### config.mk
export PLATFORM = sky130hd
export DESIGN_NAME = rand_cmd_unit
export DESIGN_NICKNAME = d
export VERILOG_FILES = /design/src/rtl/rand_cmd_pkg.sv /design/src/rtl/rand_entropy.sv /design/src/rtl/rand_seed_epoch.sv /design/src/rtl/rand_cmd_unit.sv
export SDC_FILE = /design/constraint.sdc
export NUM_CORES = 1
export LEC_CHECK = 0
export CAP_MARGIN = 20
export CORE_AREA = 2 2 202 204
export CTS_CLUSTER_SIZE = 25
export DETAILED_ROUTE_END_ITERATION = 10
export DIE_AREA = 0 0 204 206
export GPL_ROUTABILITY_DRIVEN = 1
export GPL_TIMING_DRIVEN = 1
export SLEW_MARGIN = 30
export SYNTH_ARGS = -nofsm -noshare
export SYNTH_HDL_FRONTEND = slang
export SYNTH_HIERARCHICAL = 1
export SYNTH_SLANG_ARGS = --single-unit
### constraint.sdc
create_clock -name clk_i -period 2.4 [get_ports clk_i]
set_input_delay 0.48 -clock clk_i [delete_from_list [all_inputs] [get_ports clk_i]]
set_output_delay 0.48 -clock clk_i [all_outputs]
set_load 0.02 [all_outputs]
### src/rtl/rand_cmd_pkg.sv
package rand_cmd_pkg;
  localparam logic [7:0] OPC_RANDOM     = 8'h02;
  localparam logic [7:0] LOCK_OPEN      = 8'h55;
  localparam logic [7:0] TEST_BYTE      = 8'hA5;
  localparam logic [7:0] ST_OK          = 8'h00;
  localparam logic [7:0] ST_PARAM_ERR   = 8'h01;
  localparam logic [7:0] MODE_RSVD_MASK = 8'hF9;

  typedef enum logic [2:0] {
    S_IDLE,
    S_SEED_REQ,
    S_SEED_WAIT,
    S_GEN,
    S_RESP
  } rc_state_e;
endpackage

### src/rtl/rand_entropy.sv
module rand_entropy #(
  parameter int              W         = 32,
  parameter logic [W-1:0]    POLY      = 32'hA300_0000,
  parameter logic [W-1:0]    SEED_INIT = 32'h1ACE_B00C,
  parameter logic [W-1:0]    SEED_MIX  = 32'h5A5A_0F0F
) (
  input  logic       clk_i,
  input  logic       rst_ni,
  input  logic       step_i,
  input  logic       mix_i,
  input  logic       test_i,
  output logic [7:0] byte_o
);
  import rand_cmd_pkg::*;

  logic [W-1:0] st_q;
  logic [W-1:0] st_nxt;

  assign st_nxt = {1'b0, st_q[W-1:1]} ^ (st_q[0] ? POLY : '0);
  assign byte_o = test_i ? TEST_BYTE : st_nxt[7:0];

  always_ff @(posedge clk_i or negedge rst_ni) begin
    if (!rst_ni)               st_q <= SEED_INIT;
    else if (mix_i)            st_q <= {st_q[W-2:0], st_q[W-1]} ^ SEED_MIX;
    else if (step_i && !test_i) st_q <= st_nxt;
  end
endmodule

### src/rtl/rand_seed_epoch.sv
module rand_seed_epoch #(
  parameter int N_EVT = 4
) (
  input  logic             clk_i,
  input  logic             rst_ni,
  input  logic [N_EVT-1:0] evt_i,
  input  logic             set_i,
  output logic             seeded_o
);
  // event wins over a same-cycle refresh: the new epoch stays unrefreshed
  always_ff @(posedge clk_i or negedge rst_ni) begin
    if (!rst_ni)     seeded_o <= 1'b0;
    else if (|evt_i) seeded_o <= 1'b0;
    else if (set_i)  seeded_o <= 1'b1;
  end
endmodule

### src/rtl/rand_cmd_unit.sv
module rand_cmd_unit #(
  parameter int          N_BYTES     = 16,
  parameter int          NONCE_BYTES = 12,
  parameter int          N_EVT       = 4,
  parameter int          ENT_W       = 32,
  parameter logic [31:0] ENT_POLY    = 32'hA300_0000,
  parameter logic [31:0] SEED_INIT   = 32'h1ACE_B00C,
  parameter logic [31:0] SEED_MIX    = 32'h5A5A_0F0F,
  localparam int         NONCE_W     = NONCE_BYTES * 8
) (
  input  logic               clk_i,
  input  logic               rst_ni,
  input  logic               cmd_valid_i,
  output logic               cmd_ready_o,
  input  logic [7:0]         cmd_opcode_i,
  input  logic [7:0]         cmd_mode_i,
  input  logic [15:0]        cmd_param1_i,
  input  logic [15:0]        cmd_param2_i,
  input  logic [7:0]         cmd_dlen_i,
  input  logic [7:0]         cfg_lock_i,
  input  logic [N_EVT-1:0]   evt_i,
  output logic               seed_wr_o,
  input  logic               seed_done_i,
  output logic               rsp_valid_o,
  input  logic               rsp_ready_i,
  output logic [7:0]         rsp_data_o,
  output logic               rsp_last_o,
  output logic               busy_o,
  output logic [NONCE_W-1:0] nonce_o,
  output logic               nonce_valid_o,
  output logic               nonce_random_o,
  output logic               nonce_compute_o
);
  import rand_cmd_pkg::*;

  localparam int BUF_W = N_BYTES * 8;
  localparam int CNT_W = $clog2(N_BYTES);
  localparam int IDX_W = $clog2(N_BYTES + 1);
  localparam logic [CNT_W-1:0] CNT_LAST = CNT_W'(N_BYTES - 1);
  localparam logic [IDX_W-1:0] IDX_LAST = IDX_W'(N_BYTES);

  rc_state_e          state_q;
  logic               err_q, store_q, test_q;
  logic [CNT_W-1:0]   cnt_q;
  logic [IDX_W-1:0]   idx_q;
  logic [BUF_W-1:0]   buf_q;
  logic [BUF_W-1:0]   buf_nxt;
  logic [7:0]         ent_byte;
  logic               seeded;
  logic               cmd_ok;

  assign cmd_ok = (cmd_opcode_i == OPC_RANDOM) && ((cmd_mode_i & MODE_RSVD_MASK) == 8'h00)
               && (cmd_param1_i == 16'h0000) && (cmd_param2_i == 16'h0000)
               && (cmd_dlen_i == 8'h00);

  assign busy_o      = (state_q != S_IDLE);
  assign cmd_ready_o = !busy_o;
  assign seed_wr_o   = (state_q == S_SEED_REQ);
  assign rsp_valid_o = (state_q == S_RESP);
  assign rsp_last_o  = rsp_valid_o && (err_q ? (idx_q == '0) : (idx_q == IDX_LAST));
  assign rsp_data_o  = (idx_q == '0) ? (err_q ? ST_PARAM_ERR : ST_OK) : buf_q[BUF_W-1 -: 8];
  assign buf_nxt     = {buf_q[BUF_W-9:0], ent_byte};

  rand_entropy #(
    .W(ENT_W), .POLY(ENT_POLY), .SEED_INIT(SEED_INIT), .SEED_MIX(SEED_MIX)
  ) u_ent (
    .clk_i  (clk_i),
    .rst_ni (rst_ni),
    .step_i (state_q == S_GEN),
    .mix_i  ((state_q == S_SEED_WAIT) && seed_done_i),
    .test_i (test_q),
    .byte_o (ent_byte)
  );

  rand_seed_epoch #(.N_EVT(N_EVT)) u_epoch (
    .clk_i    (clk_i),
    .rst_ni   (rst_ni),
    .evt_i    (evt_i),
    .set_i    (seed_wr_o),
    .seeded_o (seeded)
  );

  always_ff @(posedge clk_i or negedge rst_ni) begin
    if (!rst_ni) begin
      state_q         <= S_IDLE;
      err_q           <= 1'b0;
      store_q         <= 1'b0;
      test_q          <= 1'b0;
      cnt_q           <= '0;
      idx_q           <= '0;
      buf_q           <= '0;
      nonce_o         <= '0;
      nonce_valid_o   <= 1'b0;
      nonce_random_o  <= 1'b0;
      nonce_compute_o <= 1'b0;
    end else begin
      unique case (state_q)
        S_IDLE: if (cmd_valid_i) begin
          err_q   <= !cmd_ok;
          store_q <= cmd_mode_i[2];
          test_q  <= (cfg_lock_i == LOCK_OPEN);
          cnt_q   <= '0;
          idx_q   <= '0;
          if (!cmd_ok)                           state_q <= S_RESP;
          else if (!cmd_mode_i[1] && !seeded)    state_q <= S_SEED_REQ;
          else                                   state_q <= S_GEN;
        end
        S_SEED_REQ:  state_q <= S_SEED_WAIT;
        S_SEED_WAIT: if (seed_done_i) state_q <= S_GEN;
        S_GEN: begin
          buf_q <= buf_nxt;
          cnt_q <= cnt_q + CNT_W'(1);
          if (cnt_q == CNT_LAST) begin
            state_q <= S_RESP;
            if (store_q) begin
              nonce_o         <= buf_nxt[BUF_W-1 -: NONCE_W];
              nonce_valid_o   <= 1'b1;
              nonce_random_o  <= 1'b0;
              nonce_compute_o <= 1'b1;
            end
          end
        end
        S_RESP: if (rsp_ready_i) begin
          if (rsp_last_o) state_q <= S_IDLE;
          else begin
            idx_q <= idx_q + IDX_W'(1);
            if (idx_q != '0) buf_q <= {buf_q[BUF_W-9:0], 8'h00};
          end
        end
        default: state_q <= S_IDLE;
      endcase
    end
  end
endmodule

After elaboration in Yosys (flattened, before gate mapping)
Index checks and enable logic that the tools add are counted.
- register bits after elaboration: 273
- input bits: 73
- word-level logic and storage cells: 90
- add/sub/neg operators: 2
- multiplexer cells: 27
- reduce and logical (&&, ||, !) cells: 33
- equal/unequal tests: 15
- bitwise logic cells: 2
- operator list (kind ; number):
    two-way mux 128 bit ; 3
    case mux 128 bit (2 select lines) ; 1
    two-way mux 32 bit ; 3
    logical NOT 16 bit ; 2
    XOR 31 x 32 -> 32 bit ; 1
    two-way mux 3 bit ; 6
    logical NOT 8 bit ; 2
    two-way mux 8 bit ; 2
    NOT 16 bit ; 1
    two-way mux 5 bit ; 3
    case mux 3 bit (5 select lines) ; 1
    case mux 5 bit (2 select lines) ; 1
    nonzero test 2 bit ; 5
    == test 8 x 2 -> 1 bit, second input constant ; 1
    == test 8 x 7 -> 1 bit, second input constant ; 1
    logical AND 1 bit ; 8
    inequality test 2 bit, second input constant ; 4
    case mux 4 bit (2 select lines) ; 1
    AND reduction 4 bit ; 2
    == test 3 x 2 -> 1 bit, second input constant ; 2
    inequality test 2 x 1 -> 1 bit, second input constant ; 3
    adder 5 x 1 -> 5 bit, second input constant ; 1
    == test 5 bit, second input constant ; 1
    logical NOT 1 bit ; 5
    other kinds (15) ; 19

Longest topological paths before layout
- depth after elaboration: 8
- gate-level depth with buffers: 8
- gate-level depth less buffers: 6

Cells and area by module
The synthesis kept the hierarchy.
- modules (own cells, without submodules) (module ; area each (um^2) ; instances ; sequential area each (um^2) ; cells each):
    rand_cmd_unit ; 9883.2 ; 1 ; 6005.8 ; 605
    rand_entropy ; 1871.8 ; 1 ; 817.0 ; 163
    rand_seed_epoch ; 45.0 ; 1 ; 25.0 ; 3

Worst setup path before layout
OpenSTA, ideal clock, no wires.
- path type: register -> register
- start: register state_q[2]
- end: register u_ent.st_q[24]
- path buffers: 3
- period minus slack after synthesis: 2.158 ns
- cell stages (with the launch flop): 8
- library setup time: 0.086 ns
- data required time: 2.314 ns
- data arrival time: 2.073 ns
- path slack: 0.242 ns
- path through: dfrtp_1 -> buf_4 -> nand3b_1 -> inv_1 -> clkbuf_1 -> buf_6 -> or3b_4 -> o221ai_2
- word-level cells in the longest chain between the ends: 3
- elaborated cells on any way between the ends: 6
- classes of those cells: 2 x eq/ne; 1 x mux; 3 x reduce/logical
- RTL lines (what ; RTL line ; text):
    start: declaration ; rand_cmd_unit.sv:42 ; rc_state_e state_q;
    start signal: assignment ; rand_cmd_unit.sv:85 ; state_q <= S_IDLE;
    start signal: assignment ; rand_cmd_unit.sv:104 ; if (!cmd_ok) state_q <= S_RESP;
    start signal: assignment ; rand_cmd_unit.sv:105 ; else if (!cmd_mode_i[1] && !seeded) state_q <= S_SEED_REQ;
    == test 3 x 2 -> 1 bit, on equally long branches ; rand_cmd_unit.sv:70, rand_cmd_unit.sv:69 ;
    logical AND 1 bit, on equally long branches ; rand_cmd_unit.sv:70, rand_entropy.sv:25 ;
    two-way mux 32 bit / nonzero test 2 bit (equally long branches) ; -- ;
    end signal: assignment ; rand_entropy.sv:24 ; else if (mix_i) st_q <= {st_q[W-2:0], st_q[W-1]} ^ SEED_MIX;
    end signal: assignment ; rand_entropy.sv:25 ; else if (step_i && !test_i) st_q <= st_nxt;
    end: declaration ; rand_entropy.sv:16 ; logic [W-1:0] st_q;
Several ways; a longest one is shown, not always the timed one.
A chain may end at the register's enable or synchronous reset.

Worst setup path after layout
- start: register idx_q[1]
- end: output rsp_data_o[0]
- word-level cells in the longest chain between the ends: 2
- RTL lines (what ; RTL line ; text):
    start: declaration ; rand_cmd_unit.sv:45 ; logic [IDX_W-1:0] idx_q;
    start signal: assignment ; rand_cmd_unit.sv:126 ; idx_q <= idx_q + IDX_W'(1);
    logical NOT 5 bit ; rand_cmd_unit.sv:61 ; assign rsp_data_o = (idx_q == '0) ? (err_q ? ST_PARAM_ERR : ST_OK) : buf_q[BUF_W-1 -: 8];
    two-way mux 8 bit ; rand_cmd_unit.sv:61 ;
    end: declaration ; rand_cmd_unit.sv:26 ; output logic [7:0] rsp_data_o,
Every way passes these cells.

==> flow_summary.ini <==
[outcome]
status = finished with violations
failed_checks = negative setup slack

[final_layout]
insertedDiodeCount = 0
drive_gt1_frac = 0.373
fin_util = 0.387
nNetsFinal = 1065
fin_area_sq_um = 15600
area_delta_synth_final_pct = 31.9
fillers = 3779

[floorplan]
die_h_microns = 206
io_pins = 185
die_area_sq_um = 42000
initial_utilization = 0.294
die_w_microns = 204
row_count = 74
core_sq_um = 40200

[logic_synthesis]
yosys.area_share.simple = 0.0933
ys_seq_area_frac = 0.580
synth_fa_ha_area_frac = 0.00318
async_reset_ff_frac = 1.00
synth_ff_type = dfrtp_1
synth.area.mux_share = 0.238
syn-num-nets = 847
synthCells = 771
synth_xor_area_frac = 0.00668
ys_ff_latch = 273
synth_warnings = 6
synth-edff-count = 0
avgSynthCellArea_sq_um = 15.3
synth_top_family_by_area = multiplexers
synth_cell_types = 60
synth_compound_area_frac = 0.0440
synth.cell_area_sq_um = 11800

[global_route]
grt_pass1_vias = 7238
overflow = 0
grt_use_met3 = 0.0248
grt.busiest_layer = met2
antenna_found_initial = 0
grt_usage = 0.118
grt.met1_usage = 0.159
grt_pass1_wl_microns = 40200
grt_use_met2 = 0.194
grt_max_degree = 95

[worst_setup_path]
timing.critical_path.buf_inv = 3
critPathSlowestCell = dfrtp_1
start_kind = flip-flop
r2r_cells = 11
cp.required_ns = 1.92
crit_family = flip-flops
r2r_end = buf_q[123]
cp.arrival_ns = 1.93
worstPathCellList = inv_2, ha_4, nor4b_4, buf_4, mux2_4, buf_6
crit_type = reg -> out
startpoint = idx_q[1]
cp-end-kind = output port
cp_max_fo = 2
crit_path_end = rsp_data_o[0]
reg2reg_from = idx_q[1]
max_stage_delay_ns = 0.39
path_depth = 6
r2r_slack_ns = 0.09

[detailed_routing]
antenna_left = 0
totalWireLength_microns = 24900
wl_per_cell_microns = 16.1
dr.pass1.iters = 4
vias = 6955
drc_errors = 0
vias_per_cell = 4.51
drt_iter0_drc = 309

[placed_design]
place_congestion = 0.705
io_buffers = 183
dp_hpwl_microns = 17100
placed_area_sq_um = 14400
place_ws_ns = 0.0310

[timing]
rsz0062_at_grt = yes
setup_slack_ns = -0.0142
tightest_slew_ns = 0.854
finalMaxSlewViolations = 0
slew_headroom = 0.431
setup_violations = 1
fin_skew_ns = 0.00736
finalCriticalPeriod_ns = 2.41
hold_violations = 0
finalCritPeriodShare = 1.01
max_freq_ghz = 0.414

[clock_network]
cts_tree = built
clock_latency_ns = 0.53
clock-sinks = 273
htreeDepth = 1
clockBufferDepth = 3
clkTransAtPathRegs_ns = 0.06
numCtsBuffers = 28
cts_root_buf = clkbuf_16

[min_path]
min_path_type = in -> async

[power]
power.leakage_nw = 7.21
ir_drop_mv = 0.562
powerDensity_nw_per_um2 = 907

[job]
maxCapViolations = 0
## flip-flops by register name, indices dropped and copies added (netlist names), 3 cells and up
name and flops:
u_ent/st_q 32, nonce_o 96, idx_q 5, state_q 3, cnt_q 4, buf_q 128
## synthesized netlist by cell type (3+ instances only)
cell type / instances / area share
buf_2: 21 / 0.0089
o221ai_1: 14 / 0.010
buf_4: 4 / 0.0025
nor2_1: 12 / 0.0038
nor2b_1: 25 / 0.013
clkbuf_1: 12 / 0.0038
xor2_1: 5 / 0.0037
a221o_1: 13 / 0.011
nor4_1: 13 / 0.0069
mux2_4: 90 / 0.11
dfrtp_1: 260 / 0.55
a22o_1: 8 / 0.0059
nand3_1: 5 / 0.0021
nor4bb_1: 15 / 0.013
inv_1: 6 / 0.0019
mux2_2: 128 / 0.12
nand4_1: 5 / 0.0027
or4bb_1: 7 / 0.0067
and4bb_2: 4 / 0.0042
xnor2_1: 4 / 0.0030
nand2_1: 17 / 0.0054
buf_12: 9 / 0.015
dfstp_2: 13 / 0.029
or2_2: 5 / 0.0027
o221ai_2: 3 / 0.0038
nand4bb_1: 8 / 0.0076
o21ai_0: 9 / 0.0038
nand2b_1: 19 / 0.010
ha_1: 3 / 0.0032
## through the flow
step           std cells  hold slack (ns)  setup TNS, ns  total power, W
2_1_floorplan        771            0.184              0         0.00844
3_3_place_gp        1475            0.370              0         0.00932
3_5_place_dp        1475            0.370              0         0.00939
4_1_cts             1533            0.393         -0.111          0.0141
5_1_grt             1543            0.406         -0.129          0.0148
6_report            1543            0.406        -0.0142          0.0141
## worst min path at each step
stage / from / end / slack (ns) / depth (start not counted)
2_1_floorplan: rst_ni / buf_q[0] / 0.18 / 0
3_3_place_gp: rst_ni / buf_q[115] / 0.37 / 1
3_5_place_dp: rst_ni / buf_q[115] / 0.37 / 1
4_1_cts: rst_ni / buf_q[115] / 0.39 / 2
5_1_grt: rst_ni / buf_q[115] / 0.41 / 2
6_report: rst_ni / buf_q[115] / 0.41 / 2
## cell type report
cell class              instances  area [sq um]  share of cell area
well taps                     532           666              0.0428
multi-input cells             443          4630               0.297
repair buffers                237          2400               0.154
clock inverters                12           143             0.00916
inverters                       6          22.5             0.00145
clock buffers                  40           857              0.0550
flip-flops and latches        273          6850               0.440
## what timing repair did
item | CTS | global route
setup buffers | 5 | 10
resized for setup | 45 | 22
pin swaps | 0 | 1
hold buffers | 1 | 0
endpoints found under the setup margin | 13 | 76
cloned | 0 | 0
hold endpoints to repair | 27 | 0
## metal layers
layer  wire (microns)  vias up
met4              537        0
met1            11200     3557
li1                 -     3246
met3             1170       35
met2            11900      117
met5                0        -
## worst register-to-register path: cells and delay by family, from the launching register on
family	cells	cell delay [ns]
buffers and inverters	6	0.90
DFF	1	0.36
muxes	1	0.32
and+or+nand+nor	2	0.29
AOI/OAI and AO/OA	1	0.17
adders and majority gates	1	0.16
## where the power goes
| group | switching (W) | internal (W) | total, W |
|---|---|---|---|
| Sequential | 0.000592 | 0.00532 | 0.00591 |
| Combinational | 0.00151 | 0.00212 | 0.00363 |
| Clock | 0.00179 | 0.00280 | 0.00459 |
## placed cells by master (no fill, tap or decap), drive strengths merged, types with 14 or more instances in the layout
master         instances
buf                   63
clkbuf                40
clkdlybuf4s50        169
dfrtp                260
mux2                 218
nand2                 17
nand2b                20
nor2b                 26
nor4                  14
nor4bb                15
o221ai                17
## kinds of logic after synthesis
group,after synthesis
fa+ha+maj,3
xor+xnor,9
buf+inv,55
other cells,1
simple gates,152
compound gates,59
mux,219
flops,273
No activity file was read; power rests on OpenSTA's default activity.
